==> src/rtl/fbw_pkg.sv <==
package fbw_pkg;

  typedef enum logic [1:0] {
    ST_IDLE = 2'd0,
    ST_REQ  = 2'd1,
    ST_XFER = 2'd2
  } fbw_state_e;

endpackage

==> src/rtl/fbw_addr_gen.sv <==
module fbw_addr_gen #(
  parameter int LINE_W          = 8,
  parameter int BCOL_W          = 6,
  parameter int ODD_LINES       = 254,
  parameter int EVEN_LINES      = 253,
  parameter int BURSTS_PER_LINE = 45
) (
  input  logic              clk,
  input  logic              rst_n,
  input  logic              adv,
  output logic [BCOL_W-1:0] bcol,
  output logic [LINE_W-1:0] line,
  output logic              field
);

  localparam logic [BCOL_W-1:0] BCOL_LAST = BCOL_W'(BURSTS_PER_LINE - 1);
  localparam logic [LINE_W-1:0] ODD_LAST  = LINE_W'(ODD_LINES - 1);
  localparam logic [LINE_W-1:0] EVEN_LAST = LINE_W'(EVEN_LINES - 1);

  logic [BCOL_W-1:0] bcol_q, bcol_d;
  logic [LINE_W-1:0] line_q, line_d;
  logic              field_q, field_d;
  logic [LINE_W-1:0] line_last;
  logic              col_wrap;
  logic              line_wrap;

  // field 0 carries the longer (odd) field
  assign line_last = field_q ? EVEN_LAST : ODD_LAST;
  assign col_wrap  = (bcol_q == BCOL_LAST);
  assign line_wrap = (line_q == line_last);

  always_comb begin
    bcol_d  = bcol_q;
    line_d  = line_q;
    field_d = field_q;
    if (col_wrap) begin
      bcol_d = '0;
      if (line_wrap) begin
        line_d  = '0;
        field_d = ~field_q;
      end else begin
        line_d = line_q + 1'b1;
      end
    end else begin
      bcol_d = bcol_q + 1'b1;
    end
  end

  always_ff @(posedge clk or negedge rst_n) begin
    if (!rst_n) begin
      bcol_q  <= '0;
      line_q  <= '0;
      field_q <= 1'b0;
    end else if (adv) begin
      bcol_q  <= bcol_d;
      line_q  <= line_d;
      field_q <= field_d;
    end
  end

  assign bcol  = bcol_q;
  assign line  = line_q;
  assign field = field_q;

endmodule

==> src/rtl/fbw_burst_fsm.sv <==
module fbw_burst_fsm
  import fbw_pkg::*;
#(
  parameter int BURST_LEN = 8,
  parameter int LVL_W     = 10
) (
  input  logic             clk,
  input  logic             rst_n,
  input  logic [LVL_W-1:0] fifo_level,
  input  logic             wr_grant,
  input  logic             wr_data_take,
  output logic             wr_req,
  output logic             fifo_pop,
  output logic             burst_done
);

  localparam int               BEAT_W    = (BURST_LEN > 1) ? $clog2(BURST_LEN) : 1;
  localparam logic [BEAT_W-1:0] BEAT_LAST = BEAT_W'(BURST_LEN - 1);
  localparam logic [LVL_W-1:0]  LVL_MIN   = LVL_W'(BURST_LEN);

  fbw_state_e        st_q, st_d;
  logic [BEAT_W-1:0] beat_q, beat_d;
  logic              lvl_ok;
  logic              in_xfer;

  assign lvl_ok     = (fifo_level >= LVL_MIN);
  assign in_xfer    = (st_q == ST_XFER);
  assign fifo_pop   = in_xfer & wr_data_take;
  assign burst_done = fifo_pop & (beat_q == BEAT_LAST);
  assign wr_req     = (st_q == ST_REQ);

  always_comb begin
    st_d = st_q;
    unique case (st_q)
      ST_IDLE: if (lvl_ok)     st_d = ST_REQ;
      ST_REQ:  if (wr_grant)   st_d = ST_XFER;
      ST_XFER: if (burst_done) st_d = ST_IDLE;
      default:                 st_d = ST_IDLE;
    endcase
  end

  always_comb begin
    beat_d = beat_q;
    if (fifo_pop) beat_d = burst_done ? '0 : beat_q + 1'b1;
  end

  always_ff @(posedge clk or negedge rst_n) begin
    if (!rst_n) st_q <= ST_IDLE;
    else        st_q <= st_d;
  end

  always_ff @(posedge clk or negedge rst_n) begin
    if (!rst_n)        beat_q <= '0;
    else if (fifo_pop) beat_q <= beat_d;
  end

endmodule

==> src/rtl/fbw_addr_pack.sv <==
module fbw_addr_pack #(
  parameter int LINE_W    = 8,
  parameter int BCOL_W    = 6,
  parameter int ROW_PAD   = 4,
  parameter int BANK_W    = 2,
  parameter int BURST_LEN = 8
) (
  input  logic [BCOL_W-1:0]                     bcol,
  input  logic [LINE_W-1:0]                     line,
  input  logic                                  field,
  output logic [ROW_PAD+LINE_W:0]               row_addr,
  output logic [BANK_W-1:0]                     bank_addr,
  output logic [BCOL_W+$clog2(BURST_LEN)-1:0]   col_addr
);

  localparam int BSHIFT = $clog2(BURST_LEN);

  generate
    if (ROW_PAD > 0) begin : g_row_pad
      assign row_addr = {{ROW_PAD{1'b0}}, line, field};
    end else begin : g_row_nopad
      assign row_addr = {line, field};
    end
    if (BSHIFT > 0) begin : g_col_shift
      assign col_addr = {bcol, {BSHIFT{1'b0}}};
    end else begin : g_col_flat
      assign col_addr = bcol;
    end
  endgenerate

  assign bank_addr = '0;

endmodule

==> src/rtl/frame_burst_writer.sv <==
module frame_burst_writer #(
  parameter int LVL_W           = 10,
  parameter int BURST_LEN       = 8,
  parameter int LINE_W          = 8,
  parameter int BCOL_W          = 6,
  parameter int ROW_PAD         = 4,
  parameter int BANK_W          = 2,
  parameter int ODD_LINES       = 254,
  parameter int EVEN_LINES      = 253,
  parameter int BURSTS_PER_LINE = 45
) (
  input  logic                                clk,
  input  logic                                rst_n,
  input  logic [LVL_W-1:0]                    fifo_level,
  input  logic                                wr_grant,
  input  logic                                wr_data_take,
  output logic                                wr_req,
  output logic                                fifo_pop,
  output logic [ROW_PAD+LINE_W:0]             row_addr,
  output logic [BANK_W-1:0]                   bank_addr,
  output logic [BCOL_W+$clog2(BURST_LEN)-1:0] col_addr
);

  logic [1:0]        rst_sync_q;
  logic              rst_int_n;
  logic              burst_done;
  logic [BCOL_W-1:0] bcol;
  logic [LINE_W-1:0] line;
  logic              field;

  // asserts at once, releases on the second clock edge
  always_ff @(posedge clk or negedge rst_n) begin
    if (!rst_n) rst_sync_q <= 2'b00;
    else        rst_sync_q <= {rst_sync_q[0], 1'b1};
  end
  assign rst_int_n = rst_sync_q[1];

  fbw_burst_fsm #(
    .BURST_LEN (BURST_LEN),
    .LVL_W     (LVL_W)
  ) u_fsm (
    .clk          (clk),
    .rst_n        (rst_int_n),
    .fifo_level   (fifo_level),
    .wr_grant     (wr_grant),
    .wr_data_take (wr_data_take),
    .wr_req       (wr_req),
    .fifo_pop     (fifo_pop),
    .burst_done   (burst_done)
  );

  fbw_addr_gen #(
    .LINE_W          (LINE_W),
    .BCOL_W          (BCOL_W),
    .ODD_LINES       (ODD_LINES),
    .EVEN_LINES      (EVEN_LINES),
    .BURSTS_PER_LINE (BURSTS_PER_LINE)
  ) u_addr (
    .clk   (clk),
    .rst_n (rst_int_n),
    .adv   (burst_done),
    .bcol  (bcol),
    .line  (line),
    .field (field)
  );

  fbw_addr_pack #(
    .LINE_W    (LINE_W),
    .BCOL_W    (BCOL_W),
    .ROW_PAD   (ROW_PAD),
    .BANK_W    (BANK_W),
    .BURST_LEN (BURST_LEN)
  ) u_pack (
    .bcol      (bcol),
    .line      (line),
    .field     (field),
    .row_addr  (row_addr),
    .bank_addr (bank_addr),
    .col_addr  (col_addr)
  );

endmodule

==> config.mk <==
export PLATFORM = sky130hd
export DESIGN_NAME = frame_burst_writer
export DESIGN_NICKNAME = d
export VERILOG_FILES = /design/src/rtl/fbw_pkg.sv /design/src/rtl/fbw_addr_gen.sv /design/src/rtl/fbw_burst_fsm.sv /design/src/rtl/fbw_addr_pack.sv /design/src/rtl/frame_burst_writer.sv
export SDC_FILE = /design/constraint.sdc
export NUM_CORES = 1
export LEC_CHECK = 0
export BUFFER_PORTS_ARGS = -buffer_cell sky130_fd_sc_hd__clkbuf_2
export CAP_MARGIN = 20
export CORE_ASPECT_RATIO = 0.8
export CORE_UTILIZATION = 49
export DETAILED_ROUTE_END_ITERATION = 10
export PLACE_DENSITY = 0.81
export SLEW_MARGIN = 20
export SYNTH_ARGS = -nofsm -noshare
export SYNTH_HDL_FRONTEND = slang
export SYNTH_SLANG_ARGS = --single-unit
==> constraint.sdc <==
create_clock -name clk -period 1.07 [get_ports clk]
set_input_delay 0.214 -clock clk [delete_from_list [all_inputs] [get_ports clk]]
set_output_delay 0.214 -clock clk [all_outputs]
set_load 0.02 [all_outputs]
==> results by group, run 1 <==
Routing
  – WL/cell: 27.2 µm
  – Vias per cell: 6.76
  – Via Count: 1528
  – Residual DRC: 0
  – Routed WL: 6140 µm
  – TritonRoute pass-1 iters: 5
  – Metal3 WL: 686 µm
  – ANT nets after route: 0
  – DRT met1 WL: 2040 µm
  – Highest metal used: met4
  – Met2 routed WL: 2730 µm
  – Drt initial violations: 151

Power
  – Comb pwr share: 0.492
  – Reg power frac: 0.353
  – Switching share of power: 0.371
  – Sw power: 1.17 mW
  – Pwr dens: 1450 mW/mm²
  – Clock share of power: 0.155
  – Internal power: 1.98 mW
  – Leak pwr: 1.07 nW
  – VDD IR-drop max: 1350 µV

Critical path
  – Crit. End Element: flop
  – Worst-path fanout max: 5
  – R2r setup slk: -1.10 ns
  – CP arrival: 2.41 ns
  – Reg-to-Reg End: u_addr.line[4]
  – WP data required: 1.31 ns
  – Reg2reg path depth: 7
  – CP Launch Type: flop
  – Reg2Reg Launch Point: u_addr.bcol[1]
  – CP Class: reg -> reg

Finish
  – Layout cells sized above 1: 0.622
  – Most frequent cells in the layout: buf_4 (37), buf_6 (19), dfrtp_1 (17), conb_1 (10), clkbuf_2 (10)
  – N_diodes: 0
  – Commonest non-fill, non-tap cell in the layout: buf_4
  – Finished Layout Cells: 226
  – Area delta synth->final: 80.5%
  – Final nets: 221

Global route
  – Number of global-route vias before repair: 1309
  – Global-route wire length before repair: 6380 µm
  – Total GRT Usage: 0.342
  – Gr ovfl total: 0
  – Initial antenna violation count: 0
  – Largest net degree at the start of global routing: 13

Run
  – Max Cap Viol: 0

Floorplan
  – Die ar.: 0.00265 mm²
  – Die extent in y: 46.3 µm
  – Initial Util: 0.537
  – Core footprint: 0.00223 mm²
  – I/O pins: 40
  – Row Count: 15
  – Die width: 57.3 µm

Min path
  – Hold Crit Depth: 2
  – Hold path endpoint: u_fsm.st_q[0]
  – Worst hold path startpoint: wr_grant
  – Hold WC Path Type: in -> reg

Timing
  – Worst hold slack: 0.108 ns
  – Pins Over Slew Limit: 0
  – Final hold violation count: 0
  – Tmin final: 2.17 ns
  – Fin Setup TNS: -17.86 ns
  – RSZ-0062 raised after global routing: true
  – Tcrit/Tclk final: 2.03
  – Setup slack after layout: -1.10 ns
  – Clock skew: 0.0150 ns
  – Final setup viols: 36
  – Max Clk Rate: 461 MHz

Place
  – RePlAce Congestion: 0.810
  – Placed cell count: 200
  – HPWL after DPL: 2350 µm
  – Pre-CTS setup slack: -0.792 ns
  – IO buf count: 27

Clocking
  – TritonCTS Buffers: 3
  – Clock sink total: 22
  – H-tree Lvls: 1
  – Worst-path clk slew: 0.14 ns
  – Clock buffer depth: 2
  – CTS Root Buffer Type: clkbuf_4
  – CTS tree: built
  – Worst skew pair latency: 0.33 ns

Logic synthesis
  – Syn Std Cell Area: 0.00120 mm²
  – Post-Syn Area per Cell: 10.1 µm²
  – Fraction of the mapped netlist area in simple logic gates: 0.222
  – Most used DFF post-synth: dfrtp_1
  – Mux contribution to synthesized area: 0.0271
  – Register area share after synthesis: 0.459
  – Async SR Flop Fraction: 1.00
  – Seq cells post-synth: 22
  – Post-synth EDFFs: 0
  – Compound-Gate Fraction of Synth Area: 0.117
  – Yosys warns: 0
  – Mapped Cells: 119
  – Post-synthesis adder-cell area fraction: 0.0521
  – XOR/XNOR Fraction of Synth Area: 0.0292
  – Main combinational cell family by area after synthesis: simple AND/OR/NAND/NOR gates
  – Netlist cell types: 37

Run status
  – Failing checks: setup timing
  – Status: finished, violations left
-- sequential cells by signal (all words and copies together) (netlist names) --
signal,flops
u_fsm.st_q,2
u_addr.line,8
u_addr.field,1
rst_sync_q,2
u_addr.bcol,6
u_fsm.beat_q,3
-- worst max-delay path, cell delays in order (launching register included) --
cell and delay [ns]:
dfrtp_2 0.45, inv_2 0.11, ha_4 0.16, nand4_1 0.18, or3_4 0.46, buf_4 0.17
or3_1 0.33, a21oi_1 0.24
-- power by group through the flow --
| stage | logic [mW] | registers (mW) | clock network (mW) |
|---|---|---|---|
| after floorplan | 0.454 | 1.16 | 0 |
| after CTS | 1.22 | 1.05 | 0.485 |
| after detailed placement | 0.928 | 1.07 | 0 |
| final | 1.55 | 1.11 | 0.487 |
| after global routing | 1.57 | 1.12 | 0.530 |
| after global placement | 0.863 | 1.06 | 0 |
-- worst max-delay path by stage --
| stage | start | endpoint | cells past startpoint |
|---|---|---|---|
| floorplan | u_addr.bcol[1] | u_addr.line[5] | 7 |
| global placement | u_fsm.beat_q[1] | u_addr.line[5] | 6 |
| detailed placement | u_fsm.beat_q[1] | u_addr.line[6] | 7 |
| CTS | u_fsm.beat_q[0] | u_addr.line[5] | 6 |
| global route | u_addr.bcol[1] | u_addr.line[4] | 7 |
| finish | u_addr.bcol[1] | u_addr.line[4] | 7 |
-- per-layer routing --
layer / up-vias / GRT usage
met2: 197 / 0.626
met4: 0 / 0.171
li1: 571 / -
met1: 681 / 0.381
met3: 79 / 0.0843
met5: - / 0
-- synthesized netlist by cell type (all sizes together) (3+ instances only) --
master	number	share of area
dfrtp	22	0.46
buf	11	0.072
nand2	11	0.034
o21ai	8	0.033
nor2	7	0.022
a21oi	5	0.024
ha	5	0.052
inv	4	0.013
nand3	4	0.017
nand4	4	0.021
nor4	4	0.021
a21o	3	0.019
o31ai	3	0.019
or3	3	0.020
-- through the flow --
stage | power, mW | cell area (µm²) | utilization
after detailed placement | 1.99 | 1600 | 0.717
after floorplan | 1.62 | 1280 | -
after CTS | 2.76 | 1980 | 0.886
after global placement | 1.92 | 1600 | 0.717
after global routing | 3.22 | 2170 | 0.970
final | 3.15 | 2170 | 0.970
-- logic make-up after synthesis --
family,Yosys count
other,2
DFF,22
AOI/OAI and AO/OA,22
and+or+nand+nor,45
xor gates and xnor gates,4
buffers and inverters,16
adders and majority gates,5
muxes,3
-- layout make-up --
| cell class | count | area, µm² |
|---|---|---|
| Clock buffer | 4 | 36.3 |
| Fill cell | 33 | 67.6 |
| Inverter | 4 | 15.0 |
| Multi-Input combinational cell | 89 | 772 |
| Sequential cell | 22 | 557 |
| Tap cell | 25 | 31.3 |
| Timing Repair Buffer | 82 | 754 |
-- timing repair --
item | in CTS | in global routing
buffers inserted | 12 | 13
endpoints found under the setup margin | 37 | 36
pin swaps | 4 | 15
hold endpoints to repair | 2 | 0
gates resized for setup | 55 | 41
hold buffers | 1 | 0
cloned | 0 | 0
Note: power is estimated with default switching activity, not from simulation.
==> run 2, diff against run 1 <==
--- a/config.mk
+++ b/config.mk
@@ -9,8 +9,9 @@
 export CAP_MARGIN = 20
 export CORE_ASPECT_RATIO = 0.8
 export CORE_UTILIZATION = 49
+export CTS_CLUSTER_DIAMETER = 100
 export DETAILED_ROUTE_END_ITERATION = 10
-export PLACE_DENSITY = 0.81
+export PLACE_DENSITY_LB_ADDON = 0.15
 export SLEW_MARGIN = 20
 export SYNTH_ARGS = -nofsm -noshare
 export SYNTH_HDL_FRONTEND = slang
==> results by group, run 2 <==
Global route
  – Initial antenna violation count: 0
  – Largest net degree at the start of global routing: 21

Floorplan
  – Die extent in y: 46.3 µm (unchanged)
  – Row Count: 15 (unchanged)
  – I/O pins: 40 (unchanged)
  – Die width: 57.3 µm (unchanged)
  – Initial Util: 0.537 (unchanged)

Place
  – RePlAce Congestion: 0.791 (-2.3%)
  – IO buf count: 27 (unchanged)
  – HPWL after DPL: 2120 µm (-9.8%)

Logic synthesis
  – Seq cells post-synth: 22 (unchanged)
  – Yosys warns: 0 (unchanged)
  – Most used DFF post-synth: dfrtp_1
  – Post-Syn Area per Cell: 10.1 µm² (unchanged)
  – Synth area leaders: dfrtp_1 (46%), buf_4 (6.3%), ha_1 (5.2%)
  – Post-synth top area cell: dfrtp_1
  – Async SR Flop Fraction: 1.00 (unchanged)
  – Syn Std Cell Area: 0.00120 mm² (unchanged)
  – Mapped Cells: 119 (unchanged)
  – Synth top area share: 0.459 (unchanged)
  – Register area share after synthesis: 0.459 (unchanged)
  – Netlist cell types: 37 (unchanged)
  – Post-synth top cells: dfrtp_1 (22), nand2_1 (11), buf_4 (10)
  – Top-count cell post-synth: dfrtp_1
  – Post-synth EDFFs: 0 (unchanged)

Timing
  – Crit. endpoint post-GRT repair: u_addr.line[5]$_DFFE_PN0P_/D
  – WEP type: register data pin

Clocking
  – H-tree Lvls: 1 (unchanged)
  – CTS Root Buffer Type: clkbuf_4
  – Clock sink total: 22 (unchanged)
  – TritonCTS Buffers: 3 (unchanged)
  – Clock buffer depth: 2 (unchanged)

Run status
  – Error: [ERROR DPL-0033] detailed placement checks failed during check placement.
  – Failed at: 5_1_grt
  – Status: stopped before the end
-- run 2: cell counts after synthesis --
Identical to the previous run, type by type.
-- run 2: cells by family after synthesis --
| family | synth area share |
|---|---|
| buffers and inverters | 0.0876 |
| and+or+nand+nor | 0.222 |
| muxes | 0.0271 |
| other | 0.00626 |
| adders and majority gates | 0.0521 |
| AOI/OAI and AO/OA | 0.117 |
| DFF | 0.459 |
| xor gates and xnor gates | 0.0292 |
-- run 2: what timing repair did --
item                                    CTS
endpoints found under the setup margin   37
buffers inserted                         11
pin swaps                                10
endpoints found under the hold margin     2
resized for setup                        60
hold buffers                              1
-- run 2: metrics by stage --
| step | hold slack (ns) | area [µm²] | setup WS (ns) | instances |
|---|---|---|---|---|
| floorplan | -0.0816 | 1280 | -0.948 | 127 |
| global placement | -0.000108 | 1600 | -0.723 | 200 |
| detailed placement | -0.0000897 | 1600 | -0.776 | 200 |
| CTS | 0.0854 | 2000 | -0.803 | 216 |
==> run 3, diff against run 2 <==
--- a/config.mk
+++ b/config.mk
@@ -7,10 +7,9 @@
 export LEC_CHECK = 0
 export BUFFER_PORTS_ARGS = -buffer_cell sky130_fd_sc_hd__clkbuf_2
 export CAP_MARGIN = 20
-export CORE_ASPECT_RATIO = 0.8
-export CORE_UTILIZATION = 49
-export CTS_CLUSTER_DIAMETER = 100
+export CORE_AREA = 2 2 63 65
 export DETAILED_ROUTE_END_ITERATION = 10
+export DIE_AREA = 0 0 65 67
 export PLACE_DENSITY_LB_ADDON = 0.15
 export SLEW_MARGIN = 20
 export SYNTH_ARGS = -nofsm -noshare
==> results by group, run 3 (synthesized netlist as in run 1, its figures left out) <==
Finish
  – N_diodes: 0
  – Layout cells sized above 1: 0.627
  – Most frequent cells in the layout: buf_4 (34), buf_6 (25), dfrtp_1 (19), buf_8 (12), clkbuf_2 (11)
  – Reg area: 554 µm²
  – Max reg flops: 8
  – Area of the multi-input gates: 772 µm²
  – Final nets: 224
  – Area delta synth->final: 89.1%
  – Commonest non-fill, non-tap cell in the layout: buf_4
  – Fillers: 297

Floorplan
  – Die extent in y: 67 µm (+45%)
  – Die width: 65 µm (+13%)
  – Die ar.: 0.00436 mm²
  – Core footprint: 0.00361 mm²
  – Row Count: 22 (+7)
  – I/O pins: 40 (unchanged)
  – Initial Util: 0.333 (-0.204)

Global route
  – Gr ovfl total: 0
  – Global-route wire length before repair: 4970 µm
  – Total GRT Usage: 0.148
  – Number of global-route vias before repair: 1144
  – Initial antenna violation count: 0
  – Largest net degree at the start of global routing: 21

Place
  – IO buf count: 27 (unchanged)
  – HPWL after DPL: 2060 µm (-3.0%)
  – RePlAce Congestion: 0.786 (-0.59%)

Timing
  – Max Clk Rate: 528 MHz
  – Tcrit/Tclk final: 1.77
  – RSZ-0062 raised after global routing: true
  – Final hold violation count: 0
  – Tmin final: 1.89 ns
  – Fin Setup TNS: -13.38 ns
  – Clock skew: 0.00167 ns
  – Pins Over Slew Limit: 0
  – Setup slack after layout: -0.823 ns
  – Final setup viols: 35

Critical path
  – WP data required: 1.27 ns
  – Worst-path fanout max: 5
  – Reg2Reg Launch Point: u_fsm.beat_q[1]
  – Reg-to-Reg End: u_addr.line[5]
  – CP arrival: 2.09 ns
  – CP Launch Type: flop
  – Crit. End Element: flop
  – CP Class: reg -> reg
  – Reg2reg path depth: 6
  – R2r setup slk: -0.82 ns
  – CP startpoint: u_fsm.beat_q[1]

Min path
  – Hold Crit Depth: 2
  – Hold WC Path Type: in -> reg
  – Worst hold path startpoint: wr_grant
  – Hold path endpoint: u_fsm.st_q[0]

Run status
  – Failing checks: setup timing
  – Status: finished, violations left

Run
  – Max Cap Viol: 0

Routing
  – Routed WL: 3420 µm
  – Drt initial violations: 53
  – Residual DRC: 0
  – ANT nets after route: 0
  – TritonRoute pass-1 iters: 4
  – Via Count: 1176
  – WL/cell: 13.6 µm
  – Vias per cell: 4.67

Power
  – Clock share of power: 0.202
  – Internal power: 2.06 mW
  – Pwr dens: 1330 mW/mm²
  – Comb pwr share: 0.444
  – Leak pwr: 1.11 nW
  – Reg power frac: 0.354
  – VDD IR-drop max: 1090 µV
  – Sw power: 0.950 mW
  – Switching share of power: 0.316
  – Total power: 3.01 mW

Clocking
  – CTS Root Buffer Type: clkbuf_8
  – CTS tree: built
  – Worst-path clk slew: 0.08 ns
  – Worst skew pair latency: 0.26 ns
  – Clock buffer depth: 2 (unchanged)
  – Clock sink total: 22 (unchanged)
  – H-tree Lvls: 1 (unchanged)
  – TritonCTS Buffers: 3 (unchanged)
## run 3: worst max-delay path by stage
stage                     end  slack, ns
2_1_floorplan  u_addr.line[5]      -0.95
3_3_place_gp   u_addr.line[5]      -0.75
3_5_place_dp   u_addr.line[5]      -0.81
4_1_cts        u_addr.line[5]      -0.82
5_1_grt        u_addr.line[4]      -0.89
6_report       u_addr.line[5]      -0.82
## run 3: worst max-delay path, stage by stage, from the launching register on
cell	delay (ns)
dfrtp_1	0.37
ha_2	0.21
ha_4	0.15
nand4b_4	0.11
or3_4	0.37
or4_4	0.49
a21oi_2	0.13
## run 3: metrics by stage
step | area, µm² | setup slack (ns) | cells | hold WS, ns | utilization
floorplan | 1280 | -0.948 | 127 | -0.0816 | -
global placement | 1650 | -0.748 | 225 | -0.000101 | 0.456
detailed placement | 1650 | -0.811 | 225 | 0.000549 | 0.456
CTS | 2010 | -0.816 | 240 | 0.146 | 0.558
global route | 2270 | -0.890 | 252 | 0.145 | 0.629
finish | 2270 | -0.823 | 252 | 0.144 | 0.629
## run 3: per-layer routing
layer  global-route usage  part of all wire  vias up
met3               0.0220             0.033        5
met5                    0                 0        -
met4               0.0479             0.011        0
met2                0.282              0.54       35
li1                     -                 -      573
met1                0.167              0.41      563
## run 3: power by group through the flow
| stage | Clock (mW) | Combinational [mW] | Sequential [mW] |
|---|---|---|---|
| final | 0.608 | 1.34 | 1.06 |
| after global routing | 0.660 | 1.46 | 1.08 |
| after CTS | 0.627 | 1.16 | 1.05 |
| after detailed placement | 0 | 0.855 | 1.07 |
| after global placement | 0 | 0.832 | 1.06 |
| after floorplan | 0 | 0.454 | 1.16 |
## run 3: cell type report
type	count	share of cell area
repair buffers	85	0.357
multi-input cells	89	0.340
flip-flops and latches	22	0.244
well taps	48	0.0265
clock buffers	4	0.0243
inverters	4	0.00772
## run 3: what timing repair did
item	CTS	global route
gates cloned	0	0
buffers inserted	12	17
setup endpoints to repair	35	37
pin swaps	5	8
endpoints found under the hold margin	2	0
hold buffers	1	0
resized for setup	52	53
